$ cat src/rtl/uart_bank_pkg.sv
// Package: widths, address map, bank key and shared types for the banked
// UART register decoder. Assumes an 8-bit data path and a 4-bit address.
package uart_bank_pkg;
    localparam int DATA_W = 8;
    localparam int ADDR_W = 4;

    localparam logic [DATA_W-1:0] ENH_KEY   = 8'hBF;
    localparam logic [DATA_W-1:0] MODE_MASK = 8'h3F;
    localparam logic [DATA_W-1:0] MODE_RST  = 8'h07;

    localparam int BANK_BIT     = 7;
    localparam int GATE_EFR_BIT = 4;
    localparam int GATE_MCR_BIT = 6;
    localparam int IER_LOCK_LSB = 4;
    localparam int MCR_LOCK_LSB = 5;

    localparam logic [ADDR_W-1:0] A_IER  = 4'd1;
    localparam logic [ADDR_W-1:0] A_ISR  = 4'd2;
    localparam logic [ADDR_W-1:0] A_LCR  = 4'd3;
    localparam logic [ADDR_W-1:0] A_MCR  = 4'd4;
    localparam logic [ADDR_W-1:0] A_LSR  = 4'd5;
    localparam logic [ADDR_W-1:0] A_TCR  = 4'd6;
    localparam logic [ADDR_W-1:0] A_TLR  = 4'd7;
    localparam logic [ADDR_W-1:0] A_MODE = 4'd8;
    localparam logic [ADDR_W-1:0] A_SUPC = 4'd9;
    localparam logic [ADDR_W-1:0] A_SUPS = 4'd10;
    localparam logic [ADDR_W-1:0] A_ABD  = 4'd14;

    // Which bank the shared addresses currently expose.
    typedef struct packed {
        logic lo;    // line-control bit 7 clear
        logic enh;   // line-control equals the enhanced key
        logic trig;  // trigger registers visible
    } view_t;

    // All writable registers of the block.
    typedef struct packed {
        logic [DATA_W-1:0] lcr;
        logic [DATA_W-1:0] ier;
        logic [DATA_W-1:0] efr;
        logic [DATA_W-1:0] mcr;
        logic [DATA_W-1:0] mode;
        logic [DATA_W-1:0] supc;
        logic [DATA_W-1:0] tcr;
        logic [DATA_W-1:0] tlr;
        logic [DATA_W-1:0] spr;
    } regs_t;
endpackage

$ cat src/rtl/uart_bank_select.sv
// Bank selector: turns line-control and the two gate bits into a view of
// which bank the shared addresses reach. Purely combinational; assumes the
// register inputs come straight from flops.
module uart_bank_select
    import uart_bank_pkg::*;
(
    input  logic [DATA_W-1:0] lcr,
    input  logic              efr_gate,
    input  logic              mcr_gate,
    output view_t             view
);
    // Derive the bank flags from the current control values.
    always_comb begin
        view.lo   = !lcr[BANK_BIT];
        view.enh  = (lcr == ENH_KEY);
        view.trig = !lcr[BANK_BIT] && efr_gate && mcr_gate;
    end
endmodule

$ cat src/rtl/uart_reg_store.sv
// Register storage: holds every writable register and applies a write only
// when the addressed register is visible in the current bank. Bits above the
// lock boundary of interrupt-enable and modem-control need the enhanced gate.
// Assumes synchronous active-low reset.
module uart_reg_store
    import uart_bank_pkg::*;
(
    input  logic              clk,
    input  logic              rst_n,
    input  logic [ADDR_W-1:0] addr,
    input  logic [DATA_W-1:0] wdata,
    input  logic              wr_en,
    input  view_t             view,
    output regs_t             regs
);
    localparam regs_t RST_VAL = '{lcr: '0, ier: '0, efr: '0, mcr: '0,
                                  mode: MODE_RST, supc: '0, tcr: '0,
                                  tlr: '0, spr: '0};

    // Keep low bits new, upper bits old unless the enhanced gate is open.
    function automatic logic [DATA_W-1:0] lock_merge(
        input logic [DATA_W-1:0] old_v,
        input logic [DATA_W-1:0] new_v,
        input int                lsb,
        input logic              unlock
    );
        logic [DATA_W-1:0] res;
        for (int i = 0; i < DATA_W; i++)
            res[i] = (i < lsb || unlock) ? new_v[i] : old_v[i];
        return res;
    endfunction

    logic unlock;
    assign unlock = regs.efr[GATE_EFR_BIT];

    // Reset or update the addressed register when it is visible.
    always_ff @(posedge clk) begin
        if (!rst_n) begin
            regs <= RST_VAL;
        end else if (wr_en) begin
            case (addr)
                A_LCR:  regs.lcr <= wdata;
                A_ISR:  if (view.enh) regs.efr <= wdata;
                A_IER:  if (view.lo)
                            regs.ier <= lock_merge(regs.ier, wdata, IER_LOCK_LSB, unlock);
                A_MCR:  if (view.lo)
                            regs.mcr <= lock_merge(regs.mcr, wdata, MCR_LOCK_LSB, unlock);
                A_TCR:  if (view.trig) regs.tcr <= wdata;
                A_TLR:  if (view.trig) regs.tlr <= wdata;
                        else if (view.lo) regs.spr <= wdata;
                A_MODE: regs.mode <= wdata & MODE_MASK;
                A_SUPC: regs.supc <= wdata;
                default: ;
            endcase
        end
    end


    lcr_write_chk: assert property (@(posedge clk) disable iff (!rst_n)
        wr_en && addr == A_LCR |=> regs.lcr == $past(wdata));

    efr_guard_chk: assert property (@(posedge clk) disable iff (!rst_n)
        wr_en && addr == A_ISR && !view.enh |=> $stable(regs.efr));

    ier_lock_chk: assert property (@(posedge clk) disable iff (!rst_n)
        wr_en && addr == A_IER && !unlock |=> regs.ier[7:4] == $past(regs.ier[7:4]));

    trig_guard_chk: assert property (@(posedge clk) disable iff (!rst_n)
        wr_en && addr == A_TCR && !view.trig |=> $stable(regs.tcr));

    mode_mask_chk: assert property (@(posedge clk) disable iff (!rst_n)
        (regs.mode & ~MODE_MASK) == '0);
endmodule

$ cat src/rtl/uart_read_mux.sv
// Read multiplexer: returns the register or status input that the current
// bank places at the address; invisible or empty slots return zero.
module uart_read_mux
    import uart_bank_pkg::*;
(
    input  logic              clk,
    input  logic              rst_n,
    input  logic [ADDR_W-1:0] addr,
    input  view_t             view,
    input  regs_t             regs,
    input  logic [DATA_W-1:0] iir_st,
    input  logic [DATA_W-1:0] lsr_st,
    input  logic [DATA_W-1:0] msr_st,
    input  logic [DATA_W-1:0] ssr_st,
    input  logic [DATA_W-1:0] uasr_st,
    output logic [DATA_W-1:0] rdata
);
    // Select the read value for the addressed slot in the active bank.
    always_comb begin
        rdata = '0;
        case (addr)
            A_IER:  if (view.lo) rdata = regs.ier;
            A_ISR:  if (view.enh) rdata = regs.efr;
                    else if (view.lo) rdata = iir_st;
            A_LCR:  rdata = regs.lcr;
            A_MCR:  if (view.lo) rdata = regs.mcr;
            A_LSR:  if (view.lo) rdata = lsr_st;
            A_TCR:  if (view.trig) rdata = regs.tcr;
                    else if (view.lo) rdata = msr_st;
            A_TLR:  if (view.trig) rdata = regs.tlr;
                    else if (view.lo) rdata = regs.spr;
            A_MODE: rdata = regs.mode & MODE_MASK;
            A_SUPC: rdata = regs.supc;
            A_SUPS: rdata = ssr_st;
            A_ABD:  if (!view.lo) rdata = uasr_st;
            default: ;
        endcase
    end


    lsr_view_chk: assert property (@(posedge clk) disable iff (!rst_n)
        addr == A_LSR && view.lo |-> rdata == lsr_st);

    msr_view_chk: assert property (@(posedge clk) disable iff (!rst_n)
        addr == A_TCR && view.lo && !view.trig |-> rdata == msr_st);

    gap_read_chk: assert property (@(posedge clk) disable iff (!rst_n)
        addr == '0 |-> rdata == '0);
endmodule

$ cat src/rtl/uart_bank_regs.sv
// Top of the banked UART register decoder: wires the bank selector, the
// register storage and the read multiplexer. Reads are combinational; a
// write lands on the rising edge with wr_en high. Synchronous active-low reset.
module uart_bank_regs
    import uart_bank_pkg::*;
(
    input  logic              clk,
    input  logic              rst_n,
    input  logic [ADDR_W-1:0] addr,
    input  logic [DATA_W-1:0] wdata,
    input  logic              wr_en,
    output logic [DATA_W-1:0] rdata,
    input  logic [DATA_W-1:0] iir_st,
    input  logic [DATA_W-1:0] lsr_st,
    input  logic [DATA_W-1:0] msr_st,
    input  logic [DATA_W-1:0] ssr_st,
    input  logic [DATA_W-1:0] uasr_st
);
    view_t view;
    regs_t regs;

    uart_bank_select u_sel (
        .lcr      (regs.lcr),
        .efr_gate (regs.efr[GATE_EFR_BIT]),
        .mcr_gate (regs.mcr[GATE_MCR_BIT]),
        .view     (view)
    );

    uart_reg_store u_store (
        .clk   (clk),
        .rst_n (rst_n),
        .addr  (addr),
        .wdata (wdata),
        .wr_en (wr_en),
        .view  (view),
        .regs  (regs)
    );

    uart_read_mux u_mux (
        .clk     (clk),
        .rst_n   (rst_n),
        .addr    (addr),
        .view    (view),
        .regs    (regs),
        .iir_st  (iir_st),
        .lsr_st  (lsr_st),
        .msr_st  (msr_st),
        .ssr_st  (ssr_st),
        .uasr_st (uasr_st),
        .rdata   (rdata)
    );


    iir_view_chk: assert property (@(posedge clk) disable iff (!rst_n)
        addr == A_ISR && view.lo |-> rdata == iir_st);

    abd_view_chk: assert property (@(posedge clk) disable iff (!rst_n)
        addr == A_ABD && regs.lcr[BANK_BIT] |-> rdata == uasr_st);
endmodule

$ cat config.mk
export PLATFORM = sky130hd
export DESIGN_NAME = uart_bank_regs
export DESIGN_NICKNAME = d
export VERILOG_FILES = /design/src/rtl/uart_bank_pkg.sv /design/src/rtl/uart_bank_select.sv /design/src/rtl/uart_reg_store.sv /design/src/rtl/uart_read_mux.sv /design/src/rtl/uart_bank_regs.sv
export SDC_FILE = /design/constraint.sdc
export NUM_CORES = 1
export LEC_CHECK = 0
export ABC_AREA = 1
export BUFFER_PORTS_ARGS = -buffer_cell sky130_fd_sc_hd__buf_4
export CAP_MARGIN = 10
export CORE_MARGIN = 2
export CORE_UTILIZATION = 30
export DETAILED_ROUTE_END_ITERATION = 10
export PLACE_DENSITY = 0.58
export SLEW_MARGIN = 20
export SYNTH_ARGS = -nofsm -noshare
export SYNTH_HDL_FRONTEND = slang
export SYNTH_SLANG_ARGS = --single-unit
$ cat constraint.sdc
create_clock -name clk -period 1.25 [get_ports clk]
set_input_delay 0.0625 -clock clk [delete_from_list [all_inputs] [get_ports clk]]
set_output_delay 0.0625 -clock clk [all_outputs]
set_load 0.02 [all_outputs]
Word-level counts from Yosys, hierarchy flattened
Index checks and enable logic that the tools add are counted.
{"block": "totals", "register_bits": 70, "in_bits": 55, "out_inout_bits": 8, "wordCells": 50}
{"block": "op_classes", "eq_ne": 12, "mux": 11, "n_bitwise": 2, "n_reduce_logical": 14}
{"op": "one-hot mux 8 bit (11 select lines)", "count": 1}
{"op": "2-to-1 mux 8 bit", "count": 10}
{"op": "== test 4 x 3 -> 1 bit (second input constant)", "count": 4}
{"op": "== test 4 bit (second input constant)", "count": 4}
{"op": "AND reduction 3 bit", "count": 5}
{"op": "AND reduction 4 bit", "count": 3}
{"op": "== test 4 x 2 -> 1 bit (second input constant)", "count": 2}
{"op": "== test 8 bit (second input constant)", "count": 1}
{"op": "AND reduction 2 bit", "count": 3}
{"op": "== test 4 x 1 -> 1 bit (second input constant)", "count": 1}
{"op": "logical AND 1 bit", "count": 2}
{"op": "NOT 1 bit", "count": 2}
{"op": "logical NOT 1 bit", "count": 1}

Depth between registers and ports, before layout
{"block": "logic_depth", "word_depth": 5, "mapped_depth": 9, "mapped_depth_nobuf": 9}

By module
Synthesis repeated with hierarchy kept, for this count alone.
{"block": "unflattened", "cells_unflattened": 686, "area_unflattened_um2": 4088.9}
{"mod": "uart_reg_store", "instances": 1, "cells_per_inst": 361, "area_per_inst_um2": 2706.3}
{"mod": "uart_read_mux", "instances": 1, "cells_per_inst": 312, "area_per_inst_um2": 1328.8}
{"mod": "uart_bank_select", "instances": 1, "cells_per_inst": 13, "area_per_inst_um2": 53.8}

Worst setup path before layout
OpenSTA, ideal clock, no wires.
{"block": "synth_path", "path_kind": "register to output", "startpoint": "register u_store.regs[71] (netlist name)", "endpoint": "output rdata[1]", "t_arrival_ps": 1284, "required_ps": 1188, "path_slack_ps": -96, "stages_incl_launch_ff": 9, "n_path_buf": 2, "path_cell_list": "dfxtp_1 -> buf_4 -> nor2_2 -> buf_2 -> nand3_1 -> nand3_1 -> nand2_1 -> nor2_1 -> nand3_1"}
{"block": "synth_via", "elab_chain_cells": 5, "word_cells_on_any_way": 15}
{"item": "parallel branches: the longest is 4 deep, another holds == test 8 bit"}
{"item": "one-hot mux 8 bit (11 select lines) (*)", "line_no": "uart_read_mux.sv:21", "rtl": "case (addr)"}
{"item": "to (decl)", "line_no": "uart_bank_regs.sv:12", "rtl": "output logic [DATA_W-1:0] rdata,"}
Mark *: on every way between the ends.

Worst setup path after layout
{"block": "layout_path", "startpoint": "register u_store.regs[71] (netlist name)", "endpoint": "output rdata[4]"}
{"block": "layout_via", "elab_chain_cells": 5, "word_cells_on_any_way": 15}
{"item": "parallel branches: the longest is 4 deep, another holds == test 8 bit"}
{"item": "one-hot mux 8 bit (11 select lines) (*)", "line_no": "uart_read_mux.sv:21"}
Marks and branches as above.

==> out/qor.log <==
[layout] leading cell types in the layout, fill and taps excluded 127 x sky130_fd_sc_hd__nand2_1, 108 x sky130_fd_sc_hd__buf_4, 75 x sky130_fd_sc_hd__nand3_1
[place] post-placement worst setup slack -0.261 ns
[synthesis] main combinational cell family by area after synthesis simple AND/OR/NAND/NOR gates
[synthesis] count of flip-flops with a built-in enable after synthesis 0
[synthesis] register bit total from synthesis 70
[layout] Filler Cell Count 1302
[synthesis] Mapped Nets 676
[power] fraction of power consumed by combinational cells 0.144
[synthesis] Post-synth ARST share 0
[detailed_routing] number of DRC violations after detailed-routing iteration 0 513
[power] net switching power figure 1510 uW
[layout] number of inserted diodes 0
[place] detailed placer's ending HPWL 10800 um
[detailed_routing] DRC violation count after routing 0
[power] internal power contribution 4260 uW
[place] Port Buf Inserts 62
[power] share of total power in sequential cells 0.393
[die] number of placed I/O pins 63
[sta] final sum of negative setup slack -14.84 ns
[layout] layout overhead on the synthesized area 56.0%
[worst_setup_path] arrival time of the worst setup path 1.80 ns
[min_path] worst hold start rst_n
[worst_setup_path] CP endpoint kind primary output
[worst_setup_path] number of cell instances on the worst register-to-register path 10
[run] number of maximum-capacitance violations 0
[synthesis] share of synthesized cell area in and, or, nand and nor gates 0.390
[min_path] worst hold-check path type input port to flop
[synthesis] share of the synthesized area in compound gates (AO/OA/AOI/OAI) 0.151
[die] initial core utilization 0.310
[min_path] number of cells on the worst hold path 2
[grt] GR Util All Layers 0.225
[run_status] status finished, violations left
[grt] number of global-route vias before repair 4479
[sta] Worst Setup Slack, final -0.608 ns
[cts] CTS Buf Count 9
[cts] maximum buffer depth of the clock tree 2
[die] area of the core region 12700 sq um
[synthesis] parity-gate share of the synthesized area counting xor and xnor cells 0
[grt] number of antenna violations at the first check in global routing 0
[worst_setup_path] Critical path origin u_store.regs[71]$_SDFFE_PN0P_
[cts] clock slew at reported path FFs 0.06 ns
[power] switching power share of the total 0.261
[place] routability cong. 0.893
[sta] clock tree skew after final layout 0.00841 ns
[grt] first-pass GRT wire length 24400 um
[cts] root buf cell sky130_fd_sc_hd__clkbuf_16
[detailed_routing] DRT antenna net count 0
[power] peak ir drop on the vdd network 0.648 mV
[detailed_routing] Pre-antenna DRT Iters 5
[power] portion of total power attributed to the clock network 0.463
[worst_setup_path] kind of start point of the critical path flop
[sta] Slew Limit Headroom 0.662
[run_status] failing checks setup timing
[detailed_routing] post-detailed-route wirelength per cell 17.4 um
[die] height of the die 119 um
[synthesis] ys flop type sky130_fd_sc_hd__dfxtp_1
[detailed_routing] routed via count 4708
[layout] Final Instance Area 6140 sq um
[worst_setup_path] startpoint of the lowest-slack register-to-register path u_store.regs[71]$_SDFFE_PN0P_
[worst_setup_path] delay of the slowest cell on the worst path 0.36 ns
[cts] hold_buf cts 0
[layout] max FFs per register 70
[power] PwrDens 938 nW/um^2
[power] leakage dissipation 0.00259 uW
[detailed_routing] final wirelength 16100 um
[sta] setup repair after global routing missed its margin yes
[synthesis] synthesized area per cell 6.34 sq um
[layout] leading cell type in the layout, fill and taps excluded sky130_fd_sc_hd__nand2_1
[grt] grt ovf 0
[die] x dimension of the die 119 um
[worst_setup_path] critical path, cell by cell buf_6 -> nor2_4 -> buf_12 -> buf_6 -> nand3_2 -> nand3_2 -> nand2_2 -> nor2_4 -> nand3_2 -> buf_6
[synthesis] sequential cell area fraction in the yosys report 0.356
[sta] final worst hold slack 0.0604 ns
[power] power consumption 5760 uW
[synthesis] multiplexer share of the synthesized area 0
[layout] layout cells sized above 1 0.377
[worst_setup_path] start-to-end type of the worst setup path flop to primary output
[cts] clock sinks 70
[cts] deepest level of the CTS H-tree 3
[sta] Peak Freq 538 MHz
[worst_setup_path] highest net fanout along the worst path 7
[sta] slew of the pin with the lowest slew margin 0.505 ns
[worst_setup_path] Bufs and invs on worst path 4
[die] Site Rows 41
[worst_setup_path] critical-path cell with the highest stage delay sky130_fd_sc_hd__dfxtp_4
[synthesis] Post-Synth Adder-Cell Area 0
[worst_setup_path] CP top delay family simple AND/OR/NAND/NOR gates
[synthesis] library cells used by synthesis 27
[sta] Final Hold Fails 0
[place] placed inst area 5060 sq um
[sta] Setup violations, final 56
[synthesis] count of yosys warnings during synthesis 0
[die] die footprint 14100 sq um
[cts] TritonCTS clock tree yes
[layout] largest registers u_store.regs (70)
[layout] register with the most flip-flops u_store.regs
[sta] final count of pins violating max slew 0
[worst_setup_path] WP depth 10
[grt] largest net degree at the start of global routing 33
[worst_setup_path] required time of the critical path 1.19 ns
[sta] minimum period implied by the final worst setup slack 1.86 ns
[detailed_routing] mean number of vias per cell 5.09
[synthesis] total standard cell area after synthesis 3940 sq um
[synthesis] synthesized netlist cell count 621
[sta] part of the cycle the worst path needs 1.49
[layout] Layout Nets 803
[cts] worst-skew pair later-pin latency 0.35 ns
==> metrics by stage <==
step / instances / util
final: 925 / 0.483
after global routing: 925 / 0.483
after CTS: 919 / 0.453
after detailed placement: 889 / 0.398
after global placement: 889 / 0.398
after floorplan: 621 / -
==> logic make-up (layout without fill, tap and decap cells) <==
| kind of cell | Yosys count | after routing |
|---|---|---|
| AOI/OAI and AO/OA | 117 | 117 |
| buffers and inverters | 97 | 224 |
| DFF | 70 | 70 |
| and+or+nand+nor | 337 | 342 |
==> power by group through the flow <==
stage               logic [uW]  registers, uW  clock network [uW]
detailed placement         694           2310                   0
global placement           692           2310                   0
global route               885           2270                2780
floorplan                  310           2310                   0
finish                     832           2260                2670
CTS                        768           2260                2700
==> final timing paths <==
check,slack (ns),endpoint
min,0.06,u_store.regs[33]$_SDFFE_PN1P_
max,-0.61,rdata[4]
min reg2reg,0.45,u_store.regs[6]$_SDFFE_PN0P_
max reg2reg,-0.36,u_store.regs[20]$_SDFFE_PN0P_
==> per-layer routing <==
metal  wire length (um)  track usage  up-vias
met4                476       0.0833        0
met2               7860        0.383      167
li1                   -            -     2300
met1               6810        0.280     2211
met3                919       0.0439       30
met5                  0            0        -
==> synthesized netlist by cell type (6+ instances only) <==
library cell,count,share of area
sky130_fd_sc_hd__nor2_1,65,0.062
sky130_fd_sc_hd__dfxtp_1,70,0.36
sky130_fd_sc_hd__nand4_1,9,0.014
sky130_fd_sc_hd__nor3_1,7,0.0089
sky130_fd_sc_hd__o21ai_0,55,0.070
sky130_fd_sc_hd__nor2_4,6,0.017
sky130_fd_sc_hd__clkbuf_1,16,0.015
sky130_fd_sc_hd__nand2_1,143,0.14
sky130_fd_sc_hd__inv_1,58,0.055
sky130_fd_sc_hd__buf_2,14,0.018
sky130_fd_sc_hd__a21oi_1,56,0.071
sky130_fd_sc_hd__nand3_1,92,0.12
==> layout make-up <==
class	instances	area (sq um)	share of cell area
clock buffer	13	260	0.0424
clock inverter	3	42.5	0.00692
inverter	62	260	0.0424
multi-input combinational	459	2650	0.431
sequential	70	1410	0.229
tap	172	215	0.0350
timing repair buffer	146	1310	0.213
==> what timing repair did <==
action	4_1_cts	5_1_grt
endpoints found under the setup margin	56	56
resized for setup	90	106
setup buffers	8	7
cloned	6	1
pin swaps	26	64
No activity file was read; power rests on OpenSTA's default activity.
